`src/rtl/ocu_pkg.sv`:
```
package ocu_pkg;
  typedef enum logic [2:0] {
    MD_OFF      = 3'b000,
    MD_SET_HI   = 3'b001,
    MD_SET_LO   = 3'b010,
    MD_TOGGLE   = 3'b011,
    MD_DUAL_ONE = 3'b100,
    MD_DUAL_RUN = 3'b101,
    MD_PWM_EDGE = 3'b110,
    MD_PWM_CTR  = 3'b111
  } mode_e;

  function automatic logic is_pwm(mode_e m);
    return m[2] & m[1];
  endfunction
endpackage

```
`src/rtl/tbase_mux.sv`:
```
module tbase_mux #(
  parameter int CW   = 16,
  parameter int NTMR = 5,
  parameter int SW   = 3
) (
  input  logic [SW-1:0]      sel_i,
  input  logic [NTMR*CW-1:0] tmr_cnt_i,
  input  logic [CW-1:0]      sys_cnt_i,
  output logic [CW-1:0]      cnt_o,
  output logic               vld_o
);
  localparam logic [SW-1:0] SYS_CODE = {SW{1'b1}};

  always_comb begin
    cnt_o = '0;
    vld_o = 1'b0;
    if (sel_i == SYS_CODE) begin
      cnt_o = sys_cnt_i;
      vld_o = 1'b1;
    end else begin
      for (int k = 0; k < NTMR; k++) begin
        if (sel_i == SW'(k)) begin
          cnt_o = tmr_cnt_i[k*CW +: CW];
          vld_o = 1'b1;
        end
      end
    end
  end
endmodule

```
`src/rtl/cmp_regs.sv`:
```
module cmp_regs #(
  parameter int CW = 16
) (
  input  logic          clk_i,
  input  logic          rst_ni,
  input  logic          pwm_i,
  input  logic          load_i,
  input  logic          pri_we_i,
  input  logic [CW-1:0] pri_wdata_i,
  input  logic          sec_we_i,
  input  logic [CW-1:0] sec_wdata_i,
  output logic [CW-1:0] pri_act_o,
  output logic [CW-1:0] sec_act_o,
  output logic [CW-1:0] pri_buf_o,
  output logic [CW-1:0] sec_buf_o
);
  always_ff @(posedge clk_i or negedge rst_ni) begin
    if (!rst_ni) begin
      pri_buf_o <= '0;
      sec_buf_o <= '0;
      pri_act_o <= '0;
      sec_act_o <= '0;
    end else begin
      if (pri_we_i) pri_buf_o <= pri_wdata_i;
      if (sec_we_i) sec_buf_o <= sec_wdata_i;
      // shadowed only in PWM; transfer at period boundary
      if (pri_we_i && !pwm_i) pri_act_o <= pri_wdata_i;
      else if (load_i)        pri_act_o <= pri_buf_o;
      if (sec_we_i && !pwm_i) sec_act_o <= sec_wdata_i;
      else if (load_i)        sec_act_o <= sec_buf_o;
    end
  end

  AST_SHADOW_HOLD: assert property (@(posedge clk_i) disable iff (!rst_ni)
    pwm_i && !load_i |=> $stable(pri_act_o) && $stable(sec_act_o));
  AST_DIRECT_WRITE: assert property (@(posedge clk_i) disable iff (!rst_ni)
    !pwm_i && pri_we_i |=> pri_act_o == $past(pri_wdata_i));
endmodule

```
`src/rtl/pin_ctl.sv`:
```
module pin_ctl
  import ocu_pkg::*;
#(
  parameter int CW = 16
) (
  input  logic          clk_i,
  input  logic          rst_ni,
  input  mode_e         mode_i,
  input  logic          run_i,
  input  logic          vld_i,
  input  logic [CW-1:0] cnt_i,
  input  logic [CW-1:0] pri_i,
  input  logic [CW-1:0] sec_i,
  input  logic          fault_en_i,
  input  logic          fault_i,
  output logic          pin_o,
  output logic          fault_o,
  output logic          event_o,
  output logic          sec_hit_o
);
  mode_e mode_q;
  logic  done_q, pin_n, done_n, flt_n, evt_n;
  logic  chg, pm, sm, wrap, pwm, flt_set;

  assign chg       = mode_i != mode_q;
  assign pm        = run_i && vld_i && (cnt_i == pri_i);
  assign sm        = run_i && vld_i && (cnt_i == sec_i);
  assign wrap      = run_i && vld_i && (cnt_i == '0);
  assign pwm       = is_pwm(mode_i);
  assign flt_set   = pwm && fault_en_i && fault_i;
  assign sec_hit_o = sm;

  always_comb begin
    flt_n = fault_o;
    if (chg || !pwm)          flt_n = 1'b0;
    else if (wrap && !fault_i) flt_n = 1'b0;
    if (flt_set)              flt_n = 1'b1;

    pin_n  = pin_o;
    done_n = done_q;
    evt_n  = 1'b0;
    if (chg) begin
      pin_n  = (mode_i == MD_SET_LO);
      done_n = 1'b0;
    end else begin
      case (mode_i)
        MD_OFF:      pin_n = 1'b0;
        MD_SET_HI:   if (pm && !done_q) begin pin_n = 1'b1; done_n = 1'b1; end
        MD_SET_LO:   if (pm && !done_q) begin pin_n = 1'b0; done_n = 1'b1; end
        MD_TOGGLE:   if (pm) pin_n = !pin_o;
        MD_DUAL_ONE: if (!done_q) begin
                       if (pm && !pin_o)     pin_n = 1'b1;
                       else if (sm && pin_o) begin pin_n = 1'b0; done_n = 1'b1; end
                     end
        MD_DUAL_RUN: if (pm && !pin_o)      pin_n = 1'b1;
                     else if (sm && pin_o) pin_n = 1'b0;
        MD_PWM_EDGE: begin
                       if (wrap) pin_n = 1'b1;
                       if (sm)   pin_n = 1'b0;
                     end
        MD_PWM_CTR:  begin
                       if (pm) pin_n = 1'b1;
                       if (sm) pin_n = 1'b0;
                     end
        default:     pin_n = 1'b0;
      endcase
      if (mode_i != MD_OFF) evt_n = mode_i[2] ? (pm || sm) : pm;
    end
    if (flt_n) pin_n = 1'b0;
  end

  always_ff @(posedge clk_i or negedge rst_ni) begin
    if (!rst_ni) begin
      mode_q  <= MD_OFF;
      pin_o   <= 1'b0;
      done_q  <= 1'b0;
      fault_o <= 1'b0;
      event_o <= 1'b0;
    end else begin
      mode_q  <= mode_i;
      pin_o   <= pin_n;
      done_q  <= done_n;
      fault_o <= flt_n;
      event_o <= evt_n;
    end
  end

  AST_OFF_LOW: assert property (@(posedge clk_i) disable iff (!rst_ni)
    mode_i == MD_OFF |=> !pin_o);
  AST_FAULT_FORCE: assert property (@(posedge clk_i) disable iff (!rst_ni)
    fault_o |-> !pin_o);
  AST_FROZEN_PIN: assert property (@(posedge clk_i) disable iff (!rst_ni)
    !run_i && !chg && !flt_set |=> $stable(pin_o));
  AST_FROZEN_NO_EVT: assert property (@(posedge clk_i) disable iff (!rst_ni)
    !run_i |=> !event_o);
  AST_SHOT_DONE: assert property (@(posedge clk_i) disable iff (!rst_ni)
    done_q && !chg |=> $stable(pin_o));
endmodule

```
`src/rtl/trig_flag.sv`:
```
module trig_flag (
  input  logic clk_i,
  input  logic rst_ni,
  input  logic set_i,
  input  logic clr_i,
  input  logic auto_i,
  input  logic hit_i,
  output logic trig_o
);
  always_ff @(posedge clk_i or negedge rst_ni) begin
    if (!rst_ni)                      trig_o <= 1'b0;
    else if (clr_i || (auto_i && hit_i)) trig_o <= 1'b0;
    else if (set_i)                   trig_o <= 1'b1;
  end

  AST_TRIG_HOLD: assert property (@(posedge clk_i) disable iff (!rst_ni)
    trig_o && !clr_i && !auto_i |=> trig_o);
endmodule

```
`src/rtl/cmp_out_chan.sv`:
```
module cmp_out_chan
  import ocu_pkg::*;
#(
  parameter int CW   = 16,
  parameter int NTMR = 5,
  parameter int SW   = 3
) (
  input  logic               clk_i,
  input  logic               rst_ni,
  input  logic [2:0]         mode_i,
  input  logic [SW-1:0]      tb_sel_i,
  input  logic [NTMR*CW-1:0] tmr_cnt_i,
  input  logic [CW-1:0]      sys_cnt_i,
  input  logic               pri_we_i,
  input  logic [CW-1:0]      pri_wdata_i,
  input  logic               sec_we_i,
  input  logic [CW-1:0]      sec_wdata_i,
  input  logic               fault_en_i,
  input  logic               fault_i,
  input  logic               idle_i,
  input  logic               halt_idle_i,
  input  logic               trig_set_i,
  input  logic               trig_clr_i,
  input  logic               trig_auto_i,
  output logic               pin_o,
  output logic               fault_o,
  output logic               trig_o,
  output logic               event_o
);
  mode_e         mode;
  logic          run, vld, pwm, at_zero, load, sec_hit;
  logic [CW-1:0] cnt, pri_act, sec_act, pri_buf, sec_buf, pri_eff, sec_eff;

  assign mode    = mode_e'(mode_i);
  assign run     = !(halt_idle_i && idle_i);
  assign pwm     = is_pwm(mode);
  assign at_zero = vld && (cnt == '0);
  assign load    = pwm && run && at_zero;
  // at the boundary the comparators see the values being loaded
  assign pri_eff = load ? pri_buf : pri_act;
  assign sec_eff = load ? sec_buf : sec_act;

  tbase_mux #(.CW(CW), .NTMR(NTMR), .SW(SW)) i_tbase_mux (
    .sel_i(tb_sel_i), .tmr_cnt_i(tmr_cnt_i), .sys_cnt_i(sys_cnt_i),
    .cnt_o(cnt), .vld_o(vld)
  );

  cmp_regs #(.CW(CW)) i_cmp_regs (
    .clk_i(clk_i), .rst_ni(rst_ni), .pwm_i(pwm), .load_i(load),
    .pri_we_i(pri_we_i), .pri_wdata_i(pri_wdata_i),
    .sec_we_i(sec_we_i), .sec_wdata_i(sec_wdata_i),
    .pri_act_o(pri_act), .sec_act_o(sec_act),
    .pri_buf_o(pri_buf), .sec_buf_o(sec_buf)
  );

  pin_ctl #(.CW(CW)) i_pin_ctl (
    .clk_i(clk_i), .rst_ni(rst_ni), .mode_i(mode), .run_i(run),
    .vld_i(vld), .cnt_i(cnt), .pri_i(pri_eff), .sec_i(sec_eff),
    .fault_en_i(fault_en_i), .fault_i(fault_i),
    .pin_o(pin_o), .fault_o(fault_o), .event_o(event_o), .sec_hit_o(sec_hit)
  );

  trig_flag i_trig_flag (
    .clk_i(clk_i), .rst_ni(rst_ni), .set_i(trig_set_i), .clr_i(trig_clr_i),
    .auto_i(trig_auto_i), .hit_i(sec_hit), .trig_o(trig_o)
  );

  AST_NO_FAULT_NON_PWM: assert property (@(posedge clk_i) disable iff (!rst_ni)
    !pwm |=> !fault_o);
  AST_RESERVED_SEL: assert property (@(posedge clk_i) disable iff (!rst_ni)
    !vld && !pri_we_i && !sec_we_i && mode == MD_TOGGLE && $stable(mode_i) |=> !event_o);
endmodule

```
`config.mk`:
```
export PLATFORM = sky130hd
export DESIGN_NAME = cmp_out_chan
export DESIGN_NICKNAME = d
export VERILOG_FILES = /design/src/rtl/ocu_pkg.sv /design/src/rtl/tbase_mux.sv /design/src/rtl/cmp_regs.sv /design/src/rtl/pin_ctl.sv /design/src/rtl/trig_flag.sv /design/src/rtl/cmp_out_chan.sv
export SDC_FILE = /design/constraint.sdc
export NUM_CORES = 1
export LEC_CHECK = 0
export BUFFER_PORTS_ARGS = -buffer_cell sky130_fd_sc_hd__buf_2
export CAP_MARGIN = 30
export CORE_MARGIN = 4
export CORE_UTILIZATION = 40
export DETAILED_ROUTE_END_ITERATION = 10
export GPL_ROUTABILITY_DRIVEN = 0
export GPL_TIMING_DRIVEN = 0
export PLACE_DENSITY = 0.65
export SYNTH_ARGS = -nofsm -noshare
export SYNTH_HDL_FRONTEND = slang
export SYNTH_SLANG_ARGS = --single-unit
```
`constraint.sdc`:
```
create_clock -name clk_i -period 3.3 [get_ports clk_i]
set_clock_uncertainty 0.2 [all_clocks]
set_input_delay 0.66 -clock clk_i [delete_from_list [all_inputs] [get_ports clk_i]]
set_output_delay 0.66 -clock clk_i [all_outputs]
set_load 0.1 [all_outputs]
```
Word level (Yosys, flattened, before mapping)

Cells that the tools add are included.

Register bits after elaboration: 72
Input bits: 145
Word-level logic and storage cells: 109

Equal/unequal tests: 22
Muxes and demuxes: 42
Bitwise gates (word level): 1
Reductions and logical operators: 34

Operator list:

| kind               | count |
|---|---|
| $mux 16            | 10 |
| $eq 16x16->1       | 2 |
| $mux 1             | 30 |
| $eq 3x3->1 const B | 6 |
| $logic_and 1x1->1  | 17 |
| $logic_not 16->1   | 1 |
| $eq 3x2->1 const B | 4 |
| $ne 5x1->1 const B | 2 |
| $ne 4x1->1 const B | 2 |
| $pmux 1 s8         | 1 |
| $eq 3x1->1 const B | 2 |
| $logic_not 3->1    | 2 |
| $reduce_and 6->1   | 1 |
| $reduce_bool 3->1  | 2 |
| $logic_not 1->1    | 5 |
| $ne 4x2->1 const B | 1 |
| $ne 4x4->1 const B | 1 |
| $logic_or 1x1->1   | 3 |
| $ne 3x1->1 const B | 1 |
| $ne 3x3->1         | 1 |
| $pmux 1 s2         | 1 |
| $reduce_and 2->1   | 1 |
| $reduce_bool 2->1  | 1 |
| $reduce_or 2->1    | 1 |
| $and 1x1->1        | 1 |

Depth between registers and ports, before layout

Word-level depth: 20
Depth in mapped cells: 18
Depth with buffers taken out: 12

Modules after synthesis

From an unflattened synthesis, not the netlist that was laid out.

Cells, all modules: 454
Area, all modules: 5398.9 um^2

By module, submodules not included:

| module       | instances | cells each | area each (um^2) | sequential area each (um^2) |
|---|---|---|---|---|
| cmp_regs     | 1         | 174        | 3057.9           | 1601.5 |
| tbase_mux    | 1         | 133        | 1011.0           | 0.0 |
| pin_ctl      | 1         | 100        | 827.0            | 175.2 |
| cmp_out_chan | 1         | 44         | 461.7            | 0.0 |
| trig_flag    | 1         | 3          | 41.3             | 25.0 |

Least setup slack after synthesis

Ideal clock, no wire load.

Kind: in2reg
Start point: in tb_sel_i[0]
End point: reg i_pin_ctl.pin_o
Arrival: 4.135 ns
Setup slack: -1.162 ns
Cell stages on the path: 13
Buffers on the path: 1
Path through: buf_6 > or2_4 > o32a_1 > and3_1 > or4b_4 > nor4_4 > mux2_2 > a221oi_2 > nand4_1 > nor4_4 > a2111oi_1 > nor4_1 > nor3_1

Longest elaborated chain between the ends: 20
Elaborated cells on any way between the ends: 51

Ends and longest elaborated chain:

| element               | RTL line                          | text |
|---|---|---|
| start, declared       | cmp_out_chan.sv:11                | `input logic [SW-1:0] tb_sel_i,` |
| $logic_not 3->1       | tbase_mux.sv:22                   | `if (sel_i == SW'(k)) begin` |
| $mux 16 (5 in series) | tbase_mux.sv:22                   |  |
| $mux 16               | tbase_mux.sv:17                   | `if (sel_i == SYS_CODE) begin` |
| $logic_not 16->1      | pin_ctl.sv:28, cmp_out_chan.sv:37 |  |
| $logic_and 1x1->1     | cmp_out_chan.sv:37                | `assign at_zero = vld && (cnt == '0);` |
| $logic_and 1x1->1     | cmp_out_chan.sv:38                | `assign load = pwm && run && at_zero;` |
| $mux 16               | n/a                               |  |
| $eq 16x16->1          | pin_ctl.sv:27                     | `assign sm = run_i && vld_i && (cnt_i == sec_i);` |
| $logic_and 1x1->1     | pin_ctl.sv:27                     |  |
| $logic_and 1x1->1     | pin_ctl.sv:53, pin_ctl.sv:56      |  |
| $mux 1                | n/a                               |  |
| $mux 1                | pin_ctl.sv:55                     | `MD_DUAL_RUN: if (pm && !pin_o) pin_n = 1'b1;` |
| $mux 1                | pin_ctl.sv:51                     | `MD_DUAL_ONE: if (!done_q) begin` |
| $pmux 1 s8            | pin_ctl.sv:46                     | `case (mode_i)` |
| $mux 1                | pin_ctl.sv:42                     | `if (chg) begin` |
| $mux 1                | pin_ctl.sv:69                     | `if (flt_n) pin_n = 1'b0;` |
| end signal, assigned  | pin_ctl.sv:81                     | `pin_o <= pin_n;` |
| end, declared         | pin_ctl.sv:16                     | `output logic pin_o,` |

Several ways; a longest one is shown, not always the timed one. The select of a mux whose other input is x is not followed.
A chain may end at the register's enable or synchronous reset.

Worst setup path after layout

Same ends and word-level chain as after synthesis.

==> out/qor.csv <==
stage;metric;value;unit
worst_setup_path;Worst Path Max Fanout;7;
place;IO buf count;146;
place;HPWL Detailed;11900;um
cells_and_area;Ant. Diodes;0;
grt;vias in the first global route;4857;
sta;final setup fails;23;
status;failing checks;negative setup slack;
sta;Worst Setup Slack, final;-1.04;ns
worst_setup_path;CP endpoint kind;register;
drt;drt initial violations;282;
drt;DR top layer;met4;
grt;pin count of the biggest net entering global routing;73;
pwr;P_leak;2.96;nW
worst_setup_path;crit start category;primary input;
drt;DRC Markers;0;
worst_setup_path;Crit path max-delay family;simple AND/OR/NAND/NOR gates;
worst_setup_path;chain of cells forming the critical path;buf_8 > buf_8 > or2_4 > o32a_1 > and3_4 > or4b_4 > nor4_4 > buf_6 > buf_12 > mux2i_2 > xnor2_1 > nand4_1 > nor4_4 > buf_4 > a2111oi_4 > nor4_2 > nor3_1;
status;status;complete, but fails checks;
clock_tree;Clk Latency, worst-skew pair;0.33;ns
floorplanning;Die X;117;um
run;Max Cap Violations;0;
grt;GRT Total Usage;23.1;%
drt;met2 WL;8020;um
cells_and_area;nets;822;
worst_setup_path;slowest library cell on the worst path;or4b_4;
grt;total gr overflow;0;
floorplanning;die footprint;13600;um2
grt;initial antenna violation count;0;
logic_synthesis;mean area per synthesized cell;9.87;um2
pwr;Peak VDD IR;0.285;mV
grt;first-pass GRT wire length;24300;um
sta;worst hold slack;0.210;ns
sta;Final Hold Viols;0;
drt;routed len/inst;19.8;um
min_path;worst min path class;primary input to async pin;
drt;WL met3;1180;um
logic_synthesis;Synth cell types;61;
clock_tree;Worst-path clk slew;0.06;ns
worst_setup_path;slowest cell delay on critical path;0.52;ns
clock_tree;CTS root buf;clkbuf_16;
drt;Avg Vias per Cell;5.80;
cells_and_area;cell area after layout;6810;um2
worst_setup_path;CP Buf/Inv Count;5;
drt;via count;4783;
logic_synthesis;Post-synth ARST share;100;%
logic_synthesis;ys flop type;dfrtp_1;
logic_synthesis;cell count after synthesis;479;
logic_synthesis;post-synthesis sequential area ratio;38.1;%
place;placed cell area;5740;um2
drt;DRT Pass-1 Iters;6;
cells_and_area;final core utilization;59.1;%
sta;shortest period the worst path allows;4.34;ns
place;Setup WS pre-CTS;-2.00;ns
floorplanning;Vert. Die Dim;117;um
logic_synthesis;syn_nets;624;
sta;Setup TNS;-6.10;ns
worst_setup_path;Critical Path AT;4.35;ns
cells_and_area;share of layout cells above drive strength 1;47.4;%
cells_and_area;layout filler cell count;972;
sta;Slew @ Worst Pin;0.938;ns
clock_tree;H-tree depth;3;
worst_setup_path;worst path required time;3.31;ns
clock_tree;CTS tree;yes;
clock_tree;Clock Tree Buf Depth;2;
cells_and_area;Layout area overhead;43.9;%
drt;antenna-violating nets left;0;
logic_synthesis;Synth Register Bits;72;
logic_synthesis;Mapped Area;4730;um2
sta;Slew headroom;37.5;%
logic_synthesis;warnings from Yosys;0;
clock_tree;CTS sink count;72;
clock_tree;TritonCTS buffer count;9;
pwr;Power per Cell Area;405;nW/um2
worst_setup_path;Setup CP Type;primary input to register;
floorplanning;core area;11500;um2
floorplanning;Cell Rows;39;
sta;crit share post-route;131;%
drt;Routed met1 length;6660;um
drt;final WL;16300;um
floorplanning;Ports;149;
logic_synthesis;Post-synth EDFFs;0;
sta;setup repair after global routing missed its margin;yes;
floorplanning;Initial Util;41.1;%
sta;Slew Limit Fails;0;
sta;highest clock rate;231;MHz
==> cell type report <==
type                       count  area (um2)  area share (%)
buffer                        29         255            3.75
sequential                    72        1800            26.5
inverter                       4        15.0           0.221
tap                          143         179            2.63
clock buffer                   9         225            3.31
multi-input combinational    373        3070            45.1
clock inverter                 7        71.3            1.05
timing repair buffer         188        1190            17.5
==> stage by stage <==
stage                     instances  power (mW)
after floorplan                 479        1.45
after global placement          768        1.67
after detailed placement        768        1.69
after CTS                       817        2.71
after global routing            825        2.88
final                           825        2.75
==> logic make-up (layout without fill, tap and decap cells) <==
family          count (synthesis)  count (layout)  share of synthesized area (%)
compound gates                125             125                           18.3
xor+xnor                       19              19                           3.52
buf+inv                        34             237                           3.49
flops                          72              72                           38.1
mux                            95              95                           21.5
simple gates                  134             134                           15.1
==> flip-flops by register name, indices dropped and copies added, names as in the netlist <==
signal	flops
i_cmp_regs.pri_act_o	16
i_cmp_regs.pri_buf_o	16
i_cmp_regs.sec_act_o	16
i_cmp_regs.sec_buf_o	16
i_pin_ctl.done_q	1
i_pin_ctl.event_o	1
i_pin_ctl.fault_o	1
i_pin_ctl.mode_q	3
i_pin_ctl.pin_o	1
i_trig_flag.trig_o	1
==> timing repair <==
| item | in CTS | in global routing |
|---|---|---|
| pin swaps | 24 | 15 |
| endpoints found under the setup margin | 36 | 37 |
| cloned | 1 | 5 |
| resized for setup | 40 | 45 |
| endpoints found under the hold margin | 0 | 0 |
| setup buffers | 33 | 12 |
| hold buffers | 0 | 0 |
==> layout by cell type (no fill, tap or decap), types with 6 or more instances in the layout <==
master,count
buf_2,146
dfrtp_1,72
nor2_1,48
a21oi_1,42
mux2_2,40
buf_4,33
mux2i_1,27
nand2_1,19
xnor2_1,14
clkbuf_16,14
mux2_4,11
clkbuf_1,10
nand3_1,10
mux2i_2,9
nand2b_1,8
a221o_1,8
o21ai_0,8
mux2i_4,8
nor2b_1,7
nand4_1,7
o22ai_1,6
buf_6,6
==> Yosys cell counts, types with 3 or more instances <==
cell	number	area, um2
a22o_1	4	35.0
a211oi_1	5	37.5
a221oi_1	5	43.8
mux2i_1	44	440
o211ai_1	4	30.0
nor2_1	51	191
nor3_1	4	20.0
o21ai_0	11	55.1
inv_1	4	15.0
xor2_1	5	43.8
nand4b_1	3	26.3
nand4_1	7	43.8
nand2_1	20	75.1
dfrtp_1	72	1800
a21oi_1	46	230
clkbuf_1	14	52.6
o32ai_1	4	35.0
mux2_2	50	563
buf_6	3	33.8
a221o_1	9	90.1
buf_2	6	30.0
and3_1	5	31.3
o22ai_1	6	37.5
buf_1	5	18.8
nand3_1	10	50.1
xnor2_1	14	123
a22oi_1	9	67.6
nand2b_1	8	50.1
nor2b_1	7	43.8
==> layer usage <==
metal / vias up / track usage [%]
met5: - / 0
met4: 0 / 9.10
met3: 44 / 5.23
met2: 223 / 40.2
met1: 2314 / 27.6
li1: 2202 / -
==> power breakdown <==
part	leakage, nW	internal, mW	switching (mW)
registers	0.835	0.976	0.0789
clock network	0.138	0.585	0.394
logic	1.99	0.350	0.370
total	2.96	1.91	0.843
==> worst paths after layout <==
kind / start / endpoint / slack, ns / cells past startpoint
setup reg to reg: i_cmp_regs.sec_act_o[8] / i_pin_ctl.pin_o / 0.81 / 10
hold / removal: rst_ni / i_pin_ctl.event_o / 0.21 / 1
max in group asynchronous: rst_ni / i_cmp_regs.pri_act_o[13] / 2.02 / 1
min in group clk_i: mode_i[0] / i_pin_ctl.mode_q[0] / 0.24 / 1
hold reg to reg: i_cmp_regs.sec_buf_o[15] / i_cmp_regs.sec_buf_o[15] / 0.31 / 1
setup / recovery: tb_sel_i[0] / i_pin_ctl.pin_o / -1.04 / 17
Power figures use the tool's default switching activity.
